**config.mk**
```make
export PLATFORM = sky130hd
export DESIGN_NAME = uart_addr_rx
export DESIGN_NICKNAME = d
export VERILOG_FILES = /design/src/rtl/uart_addr_rx.sv
export SDC_FILE = /design/constraint.sdc
export NUM_CORES = 1
export LEC_CHECK = 0
export BUFFER_PORTS_ARGS = -buffer_cell sky130_fd_sc_hd__buf_2
export CAP_MARGIN = 15
export CELL_PAD_IN_SITES_DETAIL_PLACEMENT = 2
export CELL_PAD_IN_SITES_GLOBAL_PLACEMENT = 2
export CORE_ASPECT_RATIO = 0.7
export CORE_MARGIN = 2
export CORE_UTILIZATION = 39
export DETAILED_ROUTE_END_ITERATION = 6
export GPL_TIMING_DRIVEN = 0
export PLACE_DENSITY_LB_ADDON = 0.25
export RECOVER_POWER = 25
export REMOVE_ABC_BUFFERS = 1
export SLEW_MARGIN = 15
export SYNTH_ARGS = -nofsm -noshare
export SYNTH_HDL_FRONTEND = slang
export SYNTH_SLANG_ARGS = --single-unit
```
**constraint.sdc**
```tcl
create_clock -name clk -period 2.15 [get_ports clk]
set_input_delay 0.215 -clock clk [delete_from_list [all_inputs] [get_ports clk]]
set_output_delay 0.215 -clock clk [all_outputs]
set_load 0.1 [all_outputs]
```
**src/rtl/uart_addr_rx.sv**
```systemverilog
module uart_addr_rx #(
  parameter int OVS = 16,
  parameter int DW  = 8
) (
  input  logic          clk,
  input  logic          rst_n,
  input  logic          rx_en,
  input  logic          mode9,
  input  logic          addr_det,
  input  logic          tick,
  input  logic          rx_in,
  input  logic          rd_strobe,
  output logic [DW-1:0] rx_byte,
  output logic          rx_bit9,
  output logic          ready,
  output logic          frame_err,
  output logic          overrun
);
  localparam int CW  = $clog2(OVS + 1);
  localparam int IW  = $clog2(DW + 1);
  localparam int MID = OVS / 2;

  typedef enum logic [1:0] {S_IDLE, S_START, S_DATA, S_STOP} st_t;

  st_t           st;
  logic [1:0]    sync;
  logic [CW-1:0] cnt;
  logic [IW-1:0] idx;
  logic [DW:0]   shreg;
  logic          v1, v2, prev, m9_l, ad_l;

  wire rx_s     = sync[1];
  wire vote     = (v1 & v2) | (v1 & rx_s) | (v2 & rx_s);
  wire last_bit = idx == (m9_l ? IW'(DW) : IW'(DW - 1));
  wire keep     = !(m9_l && ad_l && !shreg[DW]);
  wire at_stop  = tick && st == S_STOP && cnt == CW'(MID + 1);
  wire load     = rx_en && at_stop && keep;
  wire take     = load && (!ready || rd_strobe);

  always_ff @(posedge clk or negedge rst_n)
    if (!rst_n) sync <= 2'b11;
    else        sync <= {sync[0], rx_in};

  always_ff @(posedge clk or negedge rst_n) begin
    if (!rst_n) begin
      st    <= S_IDLE;
      cnt   <= '0;
      idx   <= '0;
      shreg <= '0;
      v1    <= 1'b1;
      v2    <= 1'b1;
      prev  <= 1'b1;
      m9_l  <= 1'b0;
      ad_l  <= 1'b0;
    end else if (!rx_en) begin
      st   <= S_IDLE;
      prev <= 1'b1;
    end else if (tick) begin
      prev <= rx_s;
      cnt  <= (cnt == CW'(OVS)) ? CW'(1) : cnt + CW'(1);
      if (st != S_IDLE) begin
        if (cnt == CW'(MID - 1)) v1 <= rx_s;
        if (cnt == CW'(MID))     v2 <= rx_s;
      end
      case (st)
        S_IDLE:
          if (prev && !rx_s) begin
            st   <= S_START;
            cnt  <= CW'(2);
            m9_l <= mode9;
            ad_l <= addr_det;
          end
        S_START:
          if (cnt == CW'(MID) && rx_s) st <= S_IDLE;
          else if (cnt == CW'(OVS)) begin
            st  <= S_DATA;
            idx <= '0;
          end
        S_DATA: begin
          if (cnt == CW'(MID + 1)) shreg[idx] <= vote;
          if (cnt == CW'(OVS)) begin
            if (last_bit) st <= S_STOP;
            else          idx <= idx + IW'(1);
          end
        end
        S_STOP:
          if (cnt == CW'(MID + 1)) st <= S_IDLE;
        default: st <= S_IDLE;
      endcase
    end
  end

  always_ff @(posedge clk or negedge rst_n) begin
    if (!rst_n) begin
      rx_byte   <= '0;
      rx_bit9   <= 1'b0;
      ready     <= 1'b0;
      frame_err <= 1'b0;
      overrun   <= 1'b0;
    end else begin
      if (rd_strobe) ready <= 1'b0;
      if (take) begin
        rx_byte   <= shreg[DW-1:0];
        rx_bit9   <= m9_l & shreg[DW];
        frame_err <= !vote;
        ready     <= 1'b1;
      end else if (load) begin
        overrun <= 1'b1;
      end
      if (!rx_en) begin
        frame_err <= 1'b0;
        overrun   <= 1'b0;
      end
    end
  end
endmodule

```
==> impl_metrics.ini <==
[status]
status = finished with violations
violations = capacitance limit, slew limit

[power]
p_int_mw = 1.15
p_sw_share_pct = 28.5
leakage_nw = 1.08
pwr-share-comb_pct = 13.5
seqPwrFrac_pct = 55.0
clockPowerShare_pct = 31.5
p_sw_mw = 0.456
peakVddDrop_v = 0.000305
powerDensity_nw_per_um2 = 710

[synth]
synth.area.mux_share_pct = 12.9
syn_avg_cell_area_um2 = 11.9
synth_top_family_by_area = simple AND/OR/NAND/NOR gates
async_flop_share_pct = 100
synthCells = 167
synthAdderAreaFrac_pct = 4.92
synthXorXnorAreaFrac_pct = 1.32
postSynthRegisterBits = 39
yosys_warnings = 0
synth-seq-area-share_pct = 49.5
ys_types = 45
synth-compound-area-share_pct = 7.76
yosys.area_share.simple_pct = 20.4
synth-edff-count = 0
synth_flop_cell = dfrtp_1
syn_area_um2 = 1980

[global_route]
grt_pass1_wl_um = 8420
first_global_vias = 1551
antenna_found_initial = 0
track_usage_pct = 19.9
grt_max_degree = 40
grt_overflow = 0

[sta]
maxSlewHeadroom_pct = -40.4
hold_slack_ns = 0.0232
final_hold_viol_count = 0
finalSetupViolations = 0
clock_skew_ns = 0.00688
slew_viol_final = 40
period_needed_ns = 2.06
fmax_mhz = 486
post-route-period-util_pct = 95.8
worst_slew_pin_slew_ns = 2.11

[die]
pin_count = 20
rows = 21
dieArea_um2 = 5680
start_util_pct = 41.0
core-area_um2 = 4830
die_h_um = 63.7
die-width_um = 89.3

[placement]
dp_hpwl_um = 3540
port_buffers = 19
gp_congestion = 0.807

[detailed_routing]
met1_length_um = 2280
dr_wl_met2_um = 2470
viasPerCell = 5.62
via_count = 1438
met3RoutedLength_um = 137
wl_um = 4970
top_layer = met4
route.detailed.drc = 0
drtPass1Iterations = 4
postRouteAntennaNets = 0
dr.first_iter.drc_count = 73
wl_per_cell_um = 19.4

[setup_path]
r2r_setup_slack_ns = 0.09
cpMaxStageDelayCell = dfrtp_1
worst_r2r_endpoint = shreg[1]$_DFFE_PN0P_
start_kind = register
slowest_delay_ns = 0.64
worstRegToRegCells = 4
path_class = reg2reg
critical-path-top-delay-family = simple AND/OR/NAND/NOR gates
end_kind = register
timing.rr.start = st[1]$_DFFE_PN0P_
required_ns = 2.32
critPathBufInv = 0
crit_arrival_ns = 2.23
path_depth = 4
path_max_fanout = 12
crit_chain = nand2b_4, nor4b_4, and4bb_1, mux2_2

[layout]
fillers = 517
drive_gt1_share_pct = 31.0
final_util_pct = 46.7
final_nets = 201
syn_to_final_growth_pct = 13.7
insertedDiodeCount = 0

[min_path]
hold_depth = 1
min_from = rx_in
min_to = sync[0]$_DFF_PN1_
hold_class = in2reg

[cts]
clock_latency_ns = 0.28
cts_buffers = 5
cts_sinks = 39
clk_pin_slew_ns = 0.07
h-tree-depth = 2
cts_tree = done
clockBufferDepth = 2
cts_root_buf = clkbuf_8

[flow_run]
max_cap_violations = 1
## cells in the mapped netlist (2+ instances only)
cell | n | area [µm²]
a31oi_1 | 3 | 18.8
dfstp_2 | 5 | 131
nor3_1 | 2 | 10.0
mux2_2 | 18 | 203
nand4bb_1 | 3 | 33.8
o21ai_0 | 6 | 30.0
inv_1 | 6 | 22.5
nand4b_1 | 4 | 35.0
mux2i_1 | 2 | 20.0
o21a_1 | 2 | 15.0
a21oi_1 | 4 | 20.0
ha_1 | 7 | 87.6
nand2_1 | 8 | 30.0
nand4_1 | 3 | 18.8
nor2_1 | 8 | 30.0
xor2_1 | 3 | 26.3
nor4b_2 | 2 | 30.0
dfrtp_1 | 34 | 851
mux2_1 | 3 | 33.8
a21o_1 | 2 | 15.0
o211a_1 | 2 | 20.0
clkbuf_1 | 2 | 7.51
nor4bb_1 | 2 | 20.0
nand3_1 | 11 | 55.1
buf_2 | 5 | 25.0
## cell type report
class,instances,area (µm²),area share (%)
multi-input combinational,114,960,42.5
clock inverter,1,5.00,0.222
clock buffer,7,86.3,3.83
inverter,6,22.5,0.998
sequential,39,982,43.5
tap,69,86.3,3.83
timing repair buffer,20,114,5.05
## power groups by stage
stage / Combinational [mW] / Sequential, mW / Clock [mW]
global placement: 0.191 / 0.881 / 0
finish: 0.217 / 0.880 / 0.504
detailed placement: 0.211 / 0.890 / 0
CTS: 0.218 / 0.878 / 0.526
global route: 0.243 / 0.892 / 0.562
floorplan: 0.141 / 0.865 / 0
## logic make-up after synthesis
group / after synthesis
xor+xnor: 3
flops: 39
compound gates: 23
buf+inv: 14
mux: 23
simple gates: 57
fa+ha+maj: 8
## worst reg2reg max path, delay by kind of cell, from the launching register on
family	cells	cell delay, ns
flip-flops	1	0.64
AND/OR/NAND/NOR	3	0.99
multiplexers	1	0.33
## worst max path at each step
stage,start,to,slack (ns)
after CTS,cnt[0]$_DFFE_PN0P_,idx[1]$_DFFE_PN0P_,0.05
final,st[1]$_DFFE_PN0P_,shreg[1]$_DFFE_PN0P_,0.09
after floorplan,ready$_DFFE_PN0P_,rx_byte[0]$_DFFE_PN0P_,-0.06
after global routing,cnt[0]$_DFFE_PN0P_,idx[1]$_DFFE_PN0P_,-0.04
after detailed placement,cnt[1]$_DFFE_PN0P_,rx_byte[7]$_DFFE_PN0P_,-0.10
after global placement,cnt[1]$_DFFE_PN0P_,rx_byte[6]$_DFFE_PN0P_,-0.34
## metrics by stage
stage	power, mW	setup slack, ns	TNS (ns)	cell area [µm²]	std cells
final	1.60	0.0908	0	2260	256
after global routing	1.70	-0.0425	-0.0462	2260	256
after CTS	1.62	0.0453	0	2250	256
after detailed placement	1.10	-0.102	-0.751	2130	247
after global placement	1.07	-0.337	-2.99	2130	247
after floorplan	1.01	-0.0624	-0.499	1940	159
## sequential cells by signal (all words and copies together) (netlist names), 2 cells and up
| name | count |
|---|---|
| cnt | 5 |
| idx | 4 |
| rx_byte | 8 |
| shreg | 9 |
| st | 2 |
| sync | 2 |
## routing by layer
layer  global-route usage (%)  vias to the layer above
li1                         -                      645
met1                     27.9                      758
met2                     31.0                       27
met3                     4.33                        8
met4                     5.41                        0
met5                        0                        -
## what timing repair did
item	4_1_cts	5_1_grt
gates resized for setup	0	2
setup buffers	1	0
cloned	0	0
setup endpoints to repair	9	4
pin swaps	1	0
hold buffers	0	0
## cell usage in the layout, fill, tap and decap left out, drive strengths merged, types with 2 or more instances in the layout
cell type	synthesis	routed
nor2	8	8
a21o	2	2
nand4bb	3	3
nor3	2	2
nor4bb	2	2
nand2	8	8
xor2	3	3
dfrtp	34	34
o211a	2	2
a21oi	4	4
ha	7	7
mux2i	2	2
nand4b	5	5
o21a	2	2
a31oi	3	3
o21ai	6	6
inv	6	6
buf	6	19
dfstp	5	5
clkbuf	2	8
nor4b	4	4
nand3	11	11
mux2	21	21
nand4	3	3
nand2b	2	2
Note: power is estimated with default switching activity, not from simulation.
